--- config.mk ---
export PLATFORM = sky130hd
export DESIGN_NAME = epf_dma_feeder
export DESIGN_NICKNAME = d
export VERILOG_FILES = /design/src/rtl/epf_pkg.sv /design/src/rtl/epf_ctl_reg.sv /design/src/rtl/epf_buf_bank.sv /design/src/rtl/epf_seq.sv /design/src/rtl/epf_dma_feeder.sv
export SDC_FILE = /design/constraint.sdc
export NUM_CORES = 1
export LEC_CHECK = 0
export ABC_AREA = 1
export BUFFER_PORTS_ARGS = -buffer_cell sky130_fd_sc_hd__buf_2
export CAP_MARGIN = 20
export CORE_MARGIN = 2
export CORE_UTILIZATION = 50
export CTS_CLUSTER_DIAMETER = 80
export DETAILED_ROUTE_END_ITERATION = 8
export HOLD_SLACK_MARGIN = 0.05
export PLACE_DENSITY_LB_ADDON = 0.08
export SLEW_MARGIN = 20
export SYNTH_ARGS = -nofsm -noshare
export SYNTH_HDL_FRONTEND = slang
export SYNTH_SLANG_ARGS = --single-unit
export TNS_END_PERCENT = 100
--- constraint.sdc ---
create_clock -name clk -period 4.62 [get_ports clk]
set_clock_uncertainty 0.1 [all_clocks]
set_input_delay 0 -clock clk [delete_from_list [all_inputs] [get_ports clk]]
set_output_delay 0 -clock clk [all_outputs]
set_load 0.005 [all_outputs]
--- src/rtl/epf_pkg.sv ---
package epf_pkg;
   localparam int unsigned CTL_W      = 8;
   localparam int unsigned CTL_EN_BIT = 1;
   localparam int unsigned NUM_BUF    = 2;
endpackage

--- src/rtl/epf_ctl_reg.sv ---
module epf_ctl_reg
   import epf_pkg::*;
(
   input  logic             clk,
   input  logic             rst_n,
   input  logic             wr,
   input  logic [CTL_W-1:0] wdata,
   output logic             dma_en,
   output logic [CTL_W-1:0] rdata
);
   always_ff @(posedge clk or negedge rst_n) begin
      if (!rst_n)  dma_en <= 1'b0;
      else if (wr) dma_en <= wdata[CTL_EN_BIT];
   end

   always_comb begin
      rdata             = '0;
      rdata[CTL_EN_BIT] = dma_en;
   end
endmodule

--- src/rtl/epf_buf_bank.sv ---
module epf_buf_bank
   import epf_pkg::*;
#(
   parameter int unsigned DATA_W    = 8,
   parameter int unsigned PKT_BYTES = 64,
   localparam int unsigned IDX_W    = $clog2(PKT_BYTES)
)(
   input  logic              clk,
   input  logic              we,
   input  logic              wsel,
   input  logic [IDX_W-1:0]  waddr,
   input  logic [DATA_W-1:0] wdata,
   input  logic              rsel,
   input  logic [IDX_W-1:0]  raddr,
   output logic [DATA_W-1:0] rdata
);
   logic [NUM_BUF-1:0][DATA_W-1:0] rd_b;

   for (genvar b = 0; b < NUM_BUF; b++) begin : g_buf
      logic [DATA_W-1:0] mem [PKT_BYTES];
      always_ff @(posedge clk) begin
         if (we && (wsel == 1'(b))) mem[waddr] <= wdata;
      end
      assign rd_b[b] = mem[raddr];
   end

   assign rdata = rd_b[rsel];
endmodule

--- src/rtl/epf_seq.sv ---
module epf_seq
   import epf_pkg::*;
#(
   parameter int unsigned PKT_BYTES = 64,
   localparam int unsigned CNT_W    = $clog2(PKT_BYTES + 1),
   localparam int unsigned IDX_W    = $clog2(PKT_BYTES)
)(
   input  logic                 clk,
   input  logic                 rst_n,
   input  logic                 dma_en,
   input  logic                 dma_ack,
   input  logic                 pkt_commit,
   input  logic                 fifo_clr,
   input  logic                 tx_rd,
   input  logic                 tx_done,
   output logic                 dma_req,
   output logic                 mem_we,
   output logic                 mem_wsel,
   output logic [IDX_W-1:0]     mem_waddr,
   output logic                 mem_rsel,
   output logic [IDX_W-1:0]     mem_raddr,
   output logic                 tx_valid,
   output logic [CNT_W-1:0]     tx_len,
   output logic                 pkt_release,
   output logic [NUM_BUF-1:0]   buf_ready
);
   localparam logic [CNT_W-1:0] LAST_CNT = CNT_W'(PKT_BYTES - 1);

   logic [NUM_BUF-1:0][CNT_W-1:0] cnt;
   logic                          wr_sel, rd_sel;
   logic [IDX_W-1:0]              rd_idx;
   logic                          fill_open, take, last_byte, commit;

   assign fill_open   = !buf_ready[wr_sel];
   assign take        = dma_en && dma_ack && fill_open;
   assign last_byte   = take && (cnt[wr_sel] == LAST_CNT);
   assign commit      = fill_open && (last_byte || pkt_commit);
   assign pkt_release = tx_done && buf_ready[rd_sel];

   always_ff @(posedge clk or negedge rst_n) begin
      if (!rst_n) begin
         cnt       <= '0;
         buf_ready <= '0;
         wr_sel    <= 1'b0;
         rd_sel    <= 1'b0;
         rd_idx    <= '0;
      end else if (fifo_clr) begin
         cnt       <= '0;
         buf_ready <= '0;
         wr_sel    <= 1'b0;
         rd_sel    <= 1'b0;
         rd_idx    <= '0;
      end else begin
         for (int b = 0; b < NUM_BUF; b++) begin
            if (take && (wr_sel == 1'(b)))   cnt[b]       <= cnt[b] + 1'b1;
            if (commit && (wr_sel == 1'(b))) buf_ready[b] <= 1'b1;
            if (pkt_release && (rd_sel == 1'(b))) begin
               buf_ready[b] <= 1'b0;
               cnt[b]       <= '0;
            end
         end
         if (commit) wr_sel <= ~wr_sel;
         if (pkt_release) begin
            rd_sel <= ~rd_sel;
            rd_idx <= '0;
         end else if (tx_rd && buf_ready[rd_sel]) begin
            rd_idx <= rd_idx + 1'b1;
         end
      end
   end

   assign dma_req   = dma_en && fill_open;
   assign mem_we    = take && !fifo_clr;
   assign mem_wsel  = wr_sel;
   assign mem_waddr = cnt[wr_sel][IDX_W-1:0];
   assign mem_rsel  = rd_sel;
   assign mem_raddr = rd_idx;
   assign tx_valid  = buf_ready[rd_sel];
   assign tx_len    = cnt[rd_sel];
endmodule

--- src/rtl/epf_dma_feeder.sv ---
module epf_dma_feeder
   import epf_pkg::*;
#(
   parameter int unsigned DATA_W    = 8,
   parameter int unsigned PKT_BYTES = 64
)(
   input  logic                              clk,
   input  logic                              rst_n,
   input  logic                              ctl_wr,
   input  logic [CTL_W-1:0]                  ctl_wdata,
   output logic [CTL_W-1:0]                  ctl_rdata,
   input  logic                              pkt_commit,
   input  logic                              fifo_clr,
   input  logic                              irq_en,
   output logic                              dma_req,
   input  logic                              dma_ack,
   input  logic [DATA_W-1:0]                 dma_data,
   output logic                              tx_valid,
   output logic [$clog2(PKT_BYTES+1)-1:0]    tx_len,
   output logic [DATA_W-1:0]                 tx_data,
   input  logic                              tx_rd,
   input  logic                              tx_done,
   output logic                              irq
);
   localparam int unsigned IDX_W = $clog2(PKT_BYTES);

   if (PKT_BYTES < 2 || (PKT_BYTES & (PKT_BYTES - 1)) != 0) begin : g_bad_pkt
      $error("PKT_BYTES must be a power of two and at least 2");
   end
   if (DATA_W < 1) begin : g_bad_w
      $error("DATA_W must be positive");
   end

   logic               dma_en, mem_we, mem_wsel, mem_rsel, pkt_release;
   logic [IDX_W-1:0]   mem_waddr, mem_raddr;
   logic [NUM_BUF-1:0] buf_ready;

   epf_ctl_reg i_ctl (
      .clk   (clk),
      .rst_n (rst_n),
      .wr    (ctl_wr),
      .wdata (ctl_wdata),
      .dma_en(dma_en),
      .rdata (ctl_rdata)
   );

   epf_seq #(.PKT_BYTES(PKT_BYTES)) i_seq (
      .clk        (clk),
      .rst_n      (rst_n),
      .dma_en     (dma_en),
      .dma_ack    (dma_ack),
      .pkt_commit (pkt_commit),
      .fifo_clr   (fifo_clr),
      .tx_rd      (tx_rd),
      .tx_done    (tx_done),
      .dma_req    (dma_req),
      .mem_we     (mem_we),
      .mem_wsel   (mem_wsel),
      .mem_waddr  (mem_waddr),
      .mem_rsel   (mem_rsel),
      .mem_raddr  (mem_raddr),
      .tx_valid   (tx_valid),
      .tx_len     (tx_len),
      .pkt_release(pkt_release),
      .buf_ready  (buf_ready)
   );

   epf_buf_bank #(.DATA_W(DATA_W), .PKT_BYTES(PKT_BYTES)) i_bank (
      .clk  (clk),
      .we   (mem_we),
      .wsel (mem_wsel),
      .waddr(mem_waddr),
      .wdata(dma_data),
      .rsel (mem_rsel),
      .raddr(mem_raddr),
      .rdata(tx_data)
   );

   always_ff @(posedge clk or negedge rst_n) begin
      if (!rst_n) irq <= 1'b0;
      else        irq <= pkt_release && irq_en && !fifo_clr;
   end
endmodule

# Word level (Yosys, flattened, before mapping)
# Memories as Yosys holds them, arrays and structs flattened.
# Cells that the tools add are included.
[totals] reg_bits=26 latch_bits=0 ramBits=1024 romBits=0 in_bits=25 output_inout_bits=26 word_cells=78 mem_count=2
[mem_list] name="i_bank.g_buf[0].mem" words=64 word_bits=8 read_ports=1 rd_ports_with_merged_regs=0 write_ports=1 line_no="epf_buf_bank.sv:20" rtl="logic [DATA_W-1:0] mem [PKT_BYTES];"
[mem_list] name="i_bank.g_buf[1].mem" words=64 word_bits=8 read_ports=1 rd_ports_with_merged_regs=0 write_ports=1 line_no="epf_buf_bank.sv:20"
[op_classes] add_sub_neg=3 multipliers=0 div_mod_pow=0 n_lt_le_gt_ge=2 eq_ne=1 shift=0 n_mux=31 bitwise_logic=2 n_reduce_logical=28
[ops] op="$mux 7" count=8
[ops] op="$logic_and 1x1->1" count=18
[ops] op="$mux 6" count=3
[ops] op="$mux 1" count=16
[ops] op="$mux 8" count=2
[ops] op="$reduce_bool 3->1" count=5
[ops] op="$add 7x1->7 const B" count=2
[ops] op="$mux 14" count=1
[ops] op="$eq 7x6->1 const B" count=1
[ops] op="$add 6x1->6 const B" count=1
[ops] op="$lt 1x2->1 const B" count=2
[ops] op="$reduce_bool 2->1" count=2
[ops] op="$logic_not 1->1" count=2
[ops] op="$mux 2" count=1
[ops] op="$not 1->1" count=2
[ops] op="$logic_or 1x1->1" count=1

# Depth between registers and ports, before layout
[depth] word_depth=11 depth_mapped=14 depth_no_buf=11

# Hierarchy
# Synthesis repeated with hierarchy kept, for this count alone.
[hier_totals] cells_unflattened=3786 area_unflattened_um2=43873.3
[modules_own_cells] module="epf_buf_bank" n_inst=1 cells_each=3563 area_per_inst_um2=42220.5 seq_area_each_um2=30749.5
[modules_own_cells] module="epf_seq" n_inst=1 cells_each=206 area_per_inst_um2=1514.0 seq_area_each_um2=600.6
[modules_own_cells] module="epf_ctl_reg" n_inst=1 cells_each=14 area_per_inst_um2=103.8 seq_area_each_um2=25.0
[modules_own_cells] module="epf_dma_feeder" n_inst=1 cells_each=3 area_per_inst_um2=35.0 seq_area_each_um2=25.0

# Least setup slack after synthesis
# No wires, ideal clock.
[synth_path] path_kind="register -> register" from="register i_seq.wr_sel, in the netlist i_seq.mem_wsel" to="memory i_bank.g_buf[0].mem[59][0], enable pin" setup_ps=370 t_arrival_ps=1782 t_required_ps=4150 slack_ps=2367 path_stages_with_launch=9 n_path_buf=1 period_less_slack_ps=2253 cell_sequence="dfrtp_1 > buf_4 > nand2_1 > o21ai_0 > inv_1 > nand2_1 > nor2_1 > nand2_1 > nor2_1"
[synth_via] elab_chain_len=8 word_cells_on_any_way=11 classes_between="mux (6); bitwise (1); reduce/logical (4)"
[synth_lines] item="start: declaration" line_no="epf_seq.sv:30" rtl="logic wr_sel, rd_sel;"
[synth_lines] item="start signal: assignment" line_no="epf_seq.sv:62" rtl="if (commit) wr_sel <= ~wr_sel;"
[synth_lines] item="$mux 1 (not written as such) (2 in series)" line_no="epf_seq.sv:34" rtl="assign fill_open = !buf_ready[wr_sel];"
[synth_lines] item="$logic_not 1->1" line_no="epf_seq.sv:34"
[synth_lines] item="$logic_and 1x1->1" line_no="epf_seq.sv:35" rtl="assign take = dma_en && dma_ack && fill_open;"
[synth_lines] item="$logic_and 1x1->1" line_no="epf_seq.sv:73" rtl="assign mem_we = take && !fifo_clr;"
[synth_lines] item="$logic_and 1x1->1" line_no="epf_buf_bank.sv:22" rtl="if (we && (wsel == 1'(b))) mem[waddr] <= wdata;"
[synth_lines] item="$mux 1" line_no="epf_buf_bank.sv:22"
[synth_lines] item="$mux 1 (not written as such)" line_no="epf_buf_bank.sv:22"
[synth_lines] item="end: declaration" line_no="epf_buf_bank.sv:20"
# Parallel ways exist; a longest one is shown, timed or not. The select of a mux whose other input is x is not followed.

# Worst setup path in the final report
[layout_path] from="register i_seq.rd_idx[0], in the netlist i_seq.mem_raddr[0]" to="output tx_data[6]"
[layout_via] elab_chain_len=3 word_cells_on_any_way=4 classes_between="mux (2); memory (2)"
[layout_lines] item="start: declaration" line_no="epf_seq.sv:31" rtl="logic [IDX_W-1:0] rd_idx;"
[layout_lines] item="start signal: assignment" line_no="epf_seq.sv:67" rtl="rd_idx <= rd_idx + 1'b1;"
[layout_lines] item="$mem_v2 64x8"
[layout_lines] item="$mux 8 (not written as such) * (2 in series)" line_no="epf_buf_bank.sv:27" rtl="assign rdata = rd_b[rsel];"
[layout_lines] item="end: declaration" line_no="epf_dma_feeder.sv:20" rtl="output logic [DATA_W-1:0] tx_data,"
# Every way passes the cells marked *; elsewhere a longest branch is shown, timed or not. The select of a mux whose other input is x is not followed.

==> out/qor.yml <==
endpoint_kind: "primary output"
num-fill-cells: 7575
crit_type: "reg2out"
avgSynthCellArea_um2: 10.7
die_x_um: 303
busiest_layer: "met2"
finalHoldViolations: 0
grt_max_degree: 194
dp_hpwl_um: 68700
core_area_um2: 88400
finalSetupViolCount: 0
syn_inst: 4181
min-delay-start: "fifo_clr"
synth_top_area_share_pct: 69.0
cts_resized: 0
overflow: 0
met1_usage_pct: 36.9
arrival_ps: 3740
grt_setup_unrepaired: "false"
fin_crit_ps: 3840
antenna_found_initial: 1
fmax_mhz: 260
via_per_inst: 5.38
peakVddDrop_mv: 0.308
ys_seq_area_share_pct: 70.5
portBuffers: 36
synth_edf_count: 1024
yosys_most_used_dff: "edfxtp_1"
grt_use_total_pct: 26.1
yosysTopAreaCell: "edfxtp_1"
timing.final.crit_share_pct: 83.2
max_cap_violations: 0
globalplace.congestion: 0.849
yosys_warnings: 0
slew-limit-headroom_pct: 28.3
design.portCount: 51
ant_nets: 0
cts_tree: "done"
max-clock-path-buffers: 3
r2r_start: "i_seq.mem_rsel"
grt_pass1_vias: 28000
critPathRequiredTime_ps: 4520
worstMarginPinSlew_ps: 1080
setup.worst_path.start: "i_seq.mem_raddr[0]"
diodes: 0
cts.sinks: 1050
syn2layout_area_growth_pct: 12.3
drive_gt1_share_pct: 7.51
synth_area_leaders: "edfxtp_1 69%, nand2_1 12%, nand3_1 5.8%, nor2_1 3.2%, inv_1 2.3%"
synth_cell_types: 32
powerDensity_nw_per_um2: 414
final_nets: 4258
gr-usage-met3_pct: 3.97
first_pass_iters: 6
synth_most_common_cell: "nand2_1"
report.final.slew_viol_count: 0
start_util_pct: 50.4
std_cell_rows: 109
worst_hold_slack_ps: 151
setup_tns_ps: 0
synthTopCellsByCount: "1,474 x nand2_1, 1,024 x edfxtp_1, 513 x nand3_1, 383 x nor2_1, 271 x inv_1"
groute.layer.met2.usage_pct: 41.9
cp-start-kind: "flip-flop"
hp-class: "in2reg"
die_h_um: 303
synth_area_um2: 44600
drc: 0
clock_latency_ps: 690
p_leak_nw: 18.9
cts-root-buf: "clkbuf_16"
grt_pass1_wl_um: 177000
crit_fanout: 176
cts_buffers: 110
vias: 29500
status: "finished, final reports clean"
h-tree-depth: 3
dr.first_iter.drc_count: 2873
finalWirelength_um: 118000
ys_seq_elements: 1050
path_clk_slew_ps: 60
routedWlPerCell_um: 21.5
die-area_um2: 91500
async_flop_share_pct: 2.48
## final cells by class
cell class              instances  area (um^2)  share of cell area [%]
flip-flops and latches       1050        31400                    62.8
multi-input cells            2620        11000                    22.0
clock buffers                 142         3020                    6.03
well taps                    1165         1460                    2.91
repair buffers                169         1440                    2.89
inverters                     279         1070                    2.14
clock inverters                65          634                    1.27
## critical path, stage by stage, from the launching register on
cell and delay (ps):
dfrtp_4 600, inv_16 520, buf_4 460, nand2_1 80, nand3_1 100, nand3_1 80
nand2_1 130, nor2_1 60, nand2_1 110, nand3_1 240, nand2_1 140, nand2_1 70
nand2_1 220, buf_2 150
## cell usage in the layout (no fill, tap or decap), types with 6 or more instances in the layout
master         instances
nand2_1             1472
edfxtp_1            1024
nand3_1              513
nor2_1               382
inv_1                269
clkbuf_16            112
buf_4                 99
o21ai_0               82
a21oi_1               80
o211ai_1              48
clkinv_1              29
dlygate4sd3_1         28
buf_2                 28
dfrtp_1               23
clkinv_2              22
clkbuf_1              20
buf_12                14
bufinv_16             11
clkbuf_8              10
conb_1                 7
nor3_1                 6
## path summary, 6_finish.rpt
path	cells past startpoint	end	slack, ps
max reg2reg	11	i_seq.mem_raddr[5]	1020
min in group asynchronous	4	irq	240
min	5	i_seq.mem_raddr[2]	150
min reg2reg	2	i_seq.buf_ready[1]	440
max in group asynchronous	4	i_seq.mem_raddr[1]	3980
max	13	tx_data[6]	780
## logic make-up (layout without fill, tap and decap cells)
| kind of cell | Yosys count | in the layout | share of synthesized area, % |
|---|---|---|---|
| simple gates | 2389 | 2389 | 21.7 |
| flops | 1050 | 1050 | 70.5 |
| buf+inv | 517 | 655 | 4.94 |
| compound gates | 217 | 217 | 2.73 |
| fa+ha+maj | 3 | 3 | 0.0842 |
| xor+xnor | 3 | 3 | 0.0590 |
| other cells | 1 | 7 | 0.00841 |
| mux | 1 | 1 | 0.0225 |
## power breakdown
| group | leakage [nW] | internal [W] | switching [W] | total, W |
|---|---|---|---|---|
| Combinational | 7.53 | 0.000318 | 0.000997 | 0.00131 |
| Sequential | 9.55 | 0.0105 | 0.0000326 | 0.0105 |
| Clock | 1.80 | 0.00521 | 0.00369 | 0.00891 |
## per-stage QoR
stage	worst slack [ps]	instances	utilization, %	instance area, um^2	power (W)
2_1_floorplan	2370	4187	-	44600	0.0114
3_3_place_gp	1330	5254	52.1	46100	0.0120
3_5_place_dp	1320	5254	52.1	46100	0.0120
4_1_cts	782	5490	56.6	50000	0.0209
5_1_grt	537	5490	56.6	50000	0.0214
6_report	776	5490	56.6	50000	0.0207
## registers in the layout, indices dropped and copies added, names as in the netlist
| signal | flops |
|---|---|
| i_bank.g_buf.mem | 1024 |
| i_ctl.dma_en | 1 |
| i_seq.buf_ready | 2 |
| i_seq.cnt | 14 |
| i_seq.mem_raddr | 6 |
| i_seq.mem_rsel | 1 |
| i_seq.mem_wsel | 1 |
| irq | 1 |
## layer usage
metal / routed length [um] / share of wire [%] / up-vias
li1: - / - / 14100
met4: 3180 / 2.7 / 0
met1: 51000 / 43 / 14300
met3: 7900 / 6.7 / 160
met5: 0 / 0 / -
met2: 55900 / 47 / 971
## what timing repair did
action	CTS	global route
buffers inserted	0	0
hold endpoints to repair	487	0
hold buffers	29	0
Note: power is estimated with default switching activity, not from simulation.
